--- config.mk ---
export PLATFORM = sky130hd
export DESIGN_NAME = uart_flag_ctrl
export DESIGN_NICKNAME = d
export VERILOG_FILES = /design/src/rtl/uart_flag_pkg.sv /design/src/rtl/uart_flag_cell.sv /design/src/rtl/uart_flag_acc.sv /design/src/rtl/uart_flag_irq.sv /design/src/rtl/uart_flag_ctrl.sv
export SDC_FILE = /design/constraint.sdc
export NUM_CORES = 1
export LEC_CHECK = 0
export ABC_AREA = 1
export BUFFER_PORTS_ARGS = -buffer_cell sky130_fd_sc_hd__buf_2
export CAP_MARGIN = 20
export CORE_UTILIZATION = 40
export DETAILED_ROUTE_END_ITERATION = 6
export PLACE_DENSITY = 0.65
export SYNTH_ARGS = -nofsm -noshare
export SYNTH_HDL_FRONTEND = slang
export SYNTH_SLANG_ARGS = --single-unit
--- constraint.sdc ---
create_clock -name clk -period 2.85 [get_ports clk]
set_input_delay 0.285 -clock clk [delete_from_list [all_inputs] [get_ports clk]]
set_output_delay 0.285 -clock clk [all_outputs]
set_load 0.01 [all_outputs]
--- src/rtl/uart_flag_pkg.sv ---
package uart_flag_pkg;

    localparam int FLAG_W = 8;

    localparam int B_TXE = 7;
    localparam int B_TC  = 6;
    localparam int B_RXF = 5;
    localparam int B_IDL = 4;
    localparam int B_OVR = 3;
    localparam int B_NF  = 2;
    localparam int B_FE  = 1;
    localparam int B_PE  = 0;

    // flags that reset to 1
    localparam logic [FLAG_W-1:0] RST_VAL = (1 << B_TXE) | (1 << B_TC);
    // flags cleared by a data write (the rest are cleared by a data read)
    localparam logic [FLAG_W-1:0] TX_SIDE = (1 << B_TXE) | (1 << B_TC);

    typedef enum logic [1:0] {
        FL_CLR   = 2'd0,
        FL_SET   = 2'd1,
        FL_ARMED = 2'd2
    } flag_st_t;

endpackage

--- src/rtl/uart_flag_cell.sv ---
module uart_flag_cell
    import uart_flag_pkg::*;
#(
    parameter bit RESET_SET = 1'b0
) (
    input  logic clk,
    input  logic rst_n,
    input  logic evt_i,
    input  logic stat_rd_i,
    input  logic clr_acc_i,
    output logic flag_o
);

    localparam flag_st_t RST_ST = RESET_SET ? FL_SET : FL_CLR;

    flag_st_t state_q, state_d;

    always_ff @(posedge clk) begin
        if (!rst_n) begin
            state_q <= RST_ST;
        end else begin
            state_q <= state_d;
        end
    end

    always_comb begin
        state_d = state_q;
        unique case (state_q)
            FL_CLR: begin
                // a read in the same cycle saw 0, so it does not arm
                if (evt_i) state_d = FL_SET;
            end
            FL_SET: begin
                if (stat_rd_i) state_d = FL_ARMED;
            end
            FL_ARMED: begin
                if (clr_acc_i) begin
                    state_d = evt_i ? FL_SET : FL_CLR;
                end
            end
            default: state_d = RST_ST;
        endcase
    end

    always_comb begin
        flag_o = (state_q == FL_SET) || (state_q == FL_ARMED);
    end

endmodule

--- src/rtl/uart_flag_acc.sv ---
module uart_flag_acc
    import uart_flag_pkg::*;
#(
    parameter int                 N_FLAGS   = FLAG_W,
    parameter logic [N_FLAGS-1:0] WR_CLEARS = TX_SIDE
) (
    input  logic               data_rd_i,
    input  logic               data_wr_i,
    output logic [N_FLAGS-1:0] clr_acc_o
);

    for (genvar i = 0; i < N_FLAGS; i++) begin : g_acc
        if (WR_CLEARS[i]) begin : g_wr
            assign clr_acc_o[i] = data_wr_i;
        end else begin : g_rd
            assign clr_acc_o[i] = data_rd_i;
        end
    end

endmodule

--- src/rtl/uart_flag_irq.sv ---
module uart_flag_irq
    import uart_flag_pkg::*;
(
    input  logic [FLAG_W-1:0] flags_i,
    input  logic              txe_ie_i,
    input  logic              tc_ie_i,
    input  logic              ovr_ie_i,
    input  logic              nf_ie_i,
    input  logic              fe_ie_i,
    input  logic              pe_ie_i,
    output logic              tx_irq_o,
    output logic              err_irq_o
);

    logic [FLAG_W-1:0] en_mask;

    always_comb begin
        en_mask        = '0;
        en_mask[B_TXE] = txe_ie_i;
        en_mask[B_TC]  = tc_ie_i;
        en_mask[B_OVR] = ovr_ie_i;
        en_mask[B_NF]  = nf_ie_i;
        en_mask[B_FE]  = fe_ie_i;
        en_mask[B_PE]  = pe_ie_i;
    end

    always_comb begin
        tx_irq_o  = |(flags_i & en_mask & TX_SIDE);
        err_irq_o = |(flags_i & en_mask & ~TX_SIDE);
    end

endmodule

--- src/rtl/uart_flag_ctrl.sv ---
module uart_flag_ctrl
    import uart_flag_pkg::*;
(
    input  logic              clk,
    input  logic              rst_n,
    input  logic [FLAG_W-1:0] evt_i,
    input  logic              stat_rd_i,
    input  logic              data_rd_i,
    input  logic              data_wr_i,
    input  logic              txe_ie_i,
    input  logic              tc_ie_i,
    input  logic              ovr_ie_i,
    input  logic              nf_ie_i,
    input  logic              fe_ie_i,
    input  logic              pe_ie_i,
    output logic [FLAG_W-1:0] status_o,
    output logic              tx_irq_o,
    output logic              err_irq_o
);

    logic [FLAG_W-1:0] clr_acc;
    logic [FLAG_W-1:0] flags;

    uart_flag_acc #(
        .N_FLAGS   (FLAG_W),
        .WR_CLEARS (TX_SIDE)
    ) u_acc (
        .data_rd_i (data_rd_i),
        .data_wr_i (data_wr_i),
        .clr_acc_o (clr_acc)
    );

    for (genvar i = 0; i < FLAG_W; i++) begin : g_flag
        uart_flag_cell #(
            .RESET_SET (RST_VAL[i])
        ) u_cell (
            .clk       (clk),
            .rst_n     (rst_n),
            .evt_i     (evt_i[i]),
            .stat_rd_i (stat_rd_i),
            .clr_acc_i (clr_acc[i]),
            .flag_o    (flags[i])
        );
    end

    uart_flag_irq u_irq (
        .flags_i   (flags),
        .txe_ie_i  (txe_ie_i),
        .tc_ie_i   (tc_ie_i),
        .ovr_ie_i  (ovr_ie_i),
        .nf_ie_i   (nf_ie_i),
        .fe_ie_i   (fe_ie_i),
        .pe_ie_i   (pe_ie_i),
        .tx_irq_o  (tx_irq_o),
        .err_irq_o (err_irq_o)
    );

    assign status_o = flags;

endmodule

# Yosys cells after proc, flatten, opt, wreduce, memory -nomap -nowiden
# Cells that the tools add are included.
classes:
  n_eq_ne: 40
  n_reduce_logical: 26
  bitwise: 1
  mux: 33
op_table:
  columns: ["cell", "count"]
  rows:
  - ["$ne 2x2->1 const B", 24]
  - ["$pmux 2 s3", 8]
  - ["$mux 2", 17]
  - ["$reduce_and 3->1", 8]
  - ["$eq 2x1->1 const B", 8]
  - ["$eq 2x2->1 const B", 8]
  - ["$logic_not 2->1", 8]
  - ["$and 8x8->8", 1]
  - ["$logic_or 1x1->1", 8]
  - ["$mux 1", 8]
  - ["$reduce_or 6->1", 1]
  - ["$reduce_or 2->1", 1]
totals:
  wordCells: 108
  out_inout_bits: 10
  ff_bits: 16
  in_bits: 19

# Logic depth before layout (Yosys ltp)
depth:
  ltp_word: 4
  mapped_depth: 8

# Hierarchy
# Synthesis repeated with hierarchy kept, for this count alone.
hier_totals:
  hier_cells: 230
  hier_area_um2: 1584.0
modules_own_cells:
  columns: ["mod", "cells_each", "n_inst", "area_per_inst_um2"]
  rows:
  - ["uart_flag_cell at g_flag[0].u_cell ...", 27, 6, 187.7]
  - ["uart_flag_cell at g_flag[6].u_cell ...", 24, 2, 176.4]
  - ["uart_flag_acc", 8, 1, 60.1]
  - ["uart_flag_irq", 12, 1, 45.0]

# Worst setup path after synthesis
# OpenSTA, ideal clock, no wires.
synth_path:
  kind: "register to output"
  from: "register g_flag[6].u_cell.state_q[0]"
  to: "output tx_irq_o"
  path_buffers: 0
  setup_slack_ns: 1.618
  required_time_ns: 2.565
  t_arrival_ns: 0.947
  stages_incl_launch_ff: 4
  path_cell_list: "dfxtp_1 > inv_1 > ha_1 > a22o_1"
synth_via:
  elab_chain_cells: 4
  elab_cells_between_ends: 5
synth_rtl:
  columns: ["element", "line_no", "source"]
  rows:
  - ["from (decl)", "uart_flag_cell.sv:16", "flag_st_t state_q, state_d;"]
  - ["from (signal assigned)", "uart_flag_cell.sv:22", "state_q <= state_d;"]
  - ["$eq 2x1->1 / $eq 2x2->1 (equally long branches)", "uart_flag_cell.sv:46", "flag_o = (state_q == FL_SET) || (state_q == FL_ARMED);"]
  - ["$logic_or 1x1->1 *", "uart_flag_cell.sv:46", null]
  - ["via g_flag[6].u_cell.flag_o", "uart_flag_cell.sv:11", "output logic flag_o"]
  - ["$and 8x8->8 *", null, null]
  - ["$reduce_or 2->1 *", "uart_flag_irq.sv:28", "tx_irq_o = |(flags_i & en_mask & TX_SIDE);"]
  - ["to (decl)", "uart_flag_ctrl.sv:17", "output logic tx_irq_o,"]
# Mark *: on every way through the listed nets, which the timed path passes. The rest lies on a longest branch.

# Final worst setup path
layout_path:
  from: "register g_flag[6].u_cell.state_q[0]"
  to: "output tx_irq_o"
layout_via:
  elab_chain_cells: 4
  elab_cells_between_ends: 5
layout_rtl:
  columns: ["element", "line_no"]
  rows:
  - ["$eq 2x1->1 / $eq 2x2->1 (equally long branches)", "uart_flag_cell.sv:46"]
  - ["$logic_or 1x1->1 *", "uart_flag_cell.sv:46"]
  - ["$and 8x8->8 *", null]
  - ["$reduce_or 2->1 *", "uart_flag_irq.sv:28"]
# Every way passes the cells marked *; elsewhere a longest branch is shown, timed or not.

==> impl_metrics.tcl <==
set metrics [dict create \
    status "completed" \
    setup.worst_path.class "reg -> out" \
    htreeDepth 1 \
    vias 1224 \
    largest_reg_flops 16 \
    drive_above_1_share 0.178 \
    grt_max_degree 17 \
    arrival_ns 1.34 \
    grt_pass1_vias 1100 \
    cts.path.max_buffers 2 \
    netlist_top_cells_area "ha_1, dfxtp_1, nand2_1" \
    top_register "g_flag.u_cell.state_q" \
    drt-initial-drc-count 27 \
    slew_viol_final 0 \
    syn_to_final_growth_pct 10.7 \
    finalWorstSetupSlack_ns 1.22 \
    hold_viol 0 \
    hold_buffers 0 \
    relSlewSlack 0.784 \
    drt-total-wl_um 2440 \
    grt_use_total 0.132 \
    clock_skew_ns 0.00297 \
    max_cap_violations 0 \
    whs_path_depth 2 \
    postRouteAntennaNets 0 \
    post_cts_buffers 0 \
    post-place-ws_ns 1.49 \
    via_per_inst 4.22 \
    use_met1 0.158 \
    cts_inserted_buffers 3 \
    power_density_mw_per_mm2 985 \
    hold_class "in -> reg" \
    syn-cell-area_sq_mm 0.00154 \
    critPathRequiredTime_ns 2.57 \
    gp_congestion 0.755 \
    grt-ovfl-total 0 \
    path_cells "inv_1 -> ha_1 -> a22o_1 -> buf_2" \
    first_pass_iters 4 \
    finalCriticalPeriod_ns 1.63 \
    r2r_end "g_flag[2].u_cell.state_q[0]" \
    worst_slew_pin_slew_ns 0.324 \
    seq_area_frac_synth 0.208 \
    syn_inst 221 \
    p_leak_nw 1.03 \
    rows 22 \
    start_util 0.417 \
    reg_top3 "g_flag.u_cell.state_q x16" \
    r2r_start "g_flag[2].u_cell.state_q[0]" \
    synth_cell_types 16 \
    tritoncts "done" \
    ir_drop_uv 419 \
    syn_area_per_cell_sq_um 6.96 \
    antenna_cells 0 \
    hold_start "rst_n" \
    hold_end "g_flag[6].u_cell.state_q[0]" \
    worst_setup_path_start_kind "flop" \
    cts_sinks 16 \
    synth_fp_nets 278 \
    portBuffers 28 \
    end_kind "primary output" \
    grt_setup_unrepaired "false" \
    timing.fmax_mhz 615 \
    root_buffer "clkbuf_8" \
    final_core_util 0.462 \
    coreArea_sq_mm 0.00369 \
    clock_latency_ns 0.25 \
    grt_pass1_wl_um 4330 \
    synth_top_area_share 0.309 \
    path_max_fanout 4 \
    finalCritPeriodShare 0.570 \
    finalSetupViolations 0 \
    r2r_setup_slack_ns 1.66 \
    cp_top_family "flip-flops" \
    synth_top_area_cell "ha_1" \
    drc 0 \
    hpwl_um 1970 \
    fin_setup_tns_ns 0 \
    pin_count 29 \
    r2r_cells 8 \
    cp_num_buf_inv 2 \
    dieArea_sq_mm 0.00410 \
    ys_ff_latch 16 \
    hold-worst-slack_ns 0.392 \
    power_mw 1.68 \
    ctsResizeCount 0 \
    critical_path.max_stage_delay_ns 0.38 \
    cp_slowest_cell "dfxtp_1" \
    die_w_um 64.0 \
    grt_use_met3 0.0232 \
    avgRoutedWirePerCell_um 8.41 \
    clk_pin_slew_ns 0.07 \
    antenna_found_initial 0 \
    nets 301 \
    yosysWarnings 0 \
    dieHeight_um 64.0 \
    use_met2 0.234 \
    grt-busiest-layer "met2" \
]
==> cell usage after synthesis, drive strengths merged <==
cell,count
a22o,1
nand3,10
nor2,32
nand2,70
dfxtp,16
nand4,3
buf,9
a21oi,4
ha,38
o21ai,2
inv,35
clkbuf,1
==> power breakdown <==
group	internal (mW)	switching, mW	leakage, nW
Clock	0.0937	0.0791	0.0216
Combinational	0.444	0.633	0.876
Sequential	0.333	0.0960	0.133
==> logic make-up after synthesis <==
group           share of synthesized area
compound gates                     0.0252
fa+ha+maj                           0.309
buf+inv                             0.135
flops                               0.208
simple gates                        0.323
==> per-stage QoR <==
stage	std cells	cell area [sq um]
after global routing	290	1700
final	290	1700
after detailed placement	287	1660
after global placement	287	1660
after CTS	290	1700
after floorplan	221	1540
==> how the worst max path moves through the flow <==
stage                           startpoint   endpoint  cells past startpoint
5_1_grt        g_flag[3].u_cell.state_q[0]  err_irq_o                      5
3_3_place_gp   g_flag[6].u_cell.state_q[0]   tx_irq_o                      4
6_report       g_flag[6].u_cell.state_q[0]   tx_irq_o                      4
4_1_cts        g_flag[6].u_cell.state_q[0]   tx_irq_o                      4
2_1_floorplan  g_flag[6].u_cell.state_q[0]   tx_irq_o                      3
3_5_place_dp   g_flag[6].u_cell.state_q[0]   tx_irq_o                      4
==> cell type report <==
| type | instances | area, sq um |
|---|---|---|
| Clock buffer | 3 | 41.3 |
| Fill cell | 382 | 1980 |
| Inverter | 35 | 131 |
| Multi-Input combinational cell | 160 | 1010 |
| Sequential cell | 16 | 320 |
| Tap cell | 48 | 60.1 |
| Timing Repair Buffer | 28 | 140 |
==> placed cells by master, fill, tap and decap left out, types with 3 or more instances in the layout <==
| master | instances |
|---|---|
| nand2_1 | 68 |
| ha_1 | 38 |
| inv_1 | 33 |
| nor2_1 | 32 |
| buf_2 | 28 |
| dfxtp_1 | 16 |
| nand3_2 | 8 |
| a21oi_1 | 4 |
| nand4_1 | 3 |
| clkbuf_8 | 3 |
==> metal layers <==
metal	vias up	share of wire	wire (um)
met5	-	0	0
met4	0	0.0033	8
li1	693	-	-
met1	521	0.50	1230
met2	8	0.47	1150
met3	2	0.020	50
Note: power is estimated with default switching activity, not from simulation.
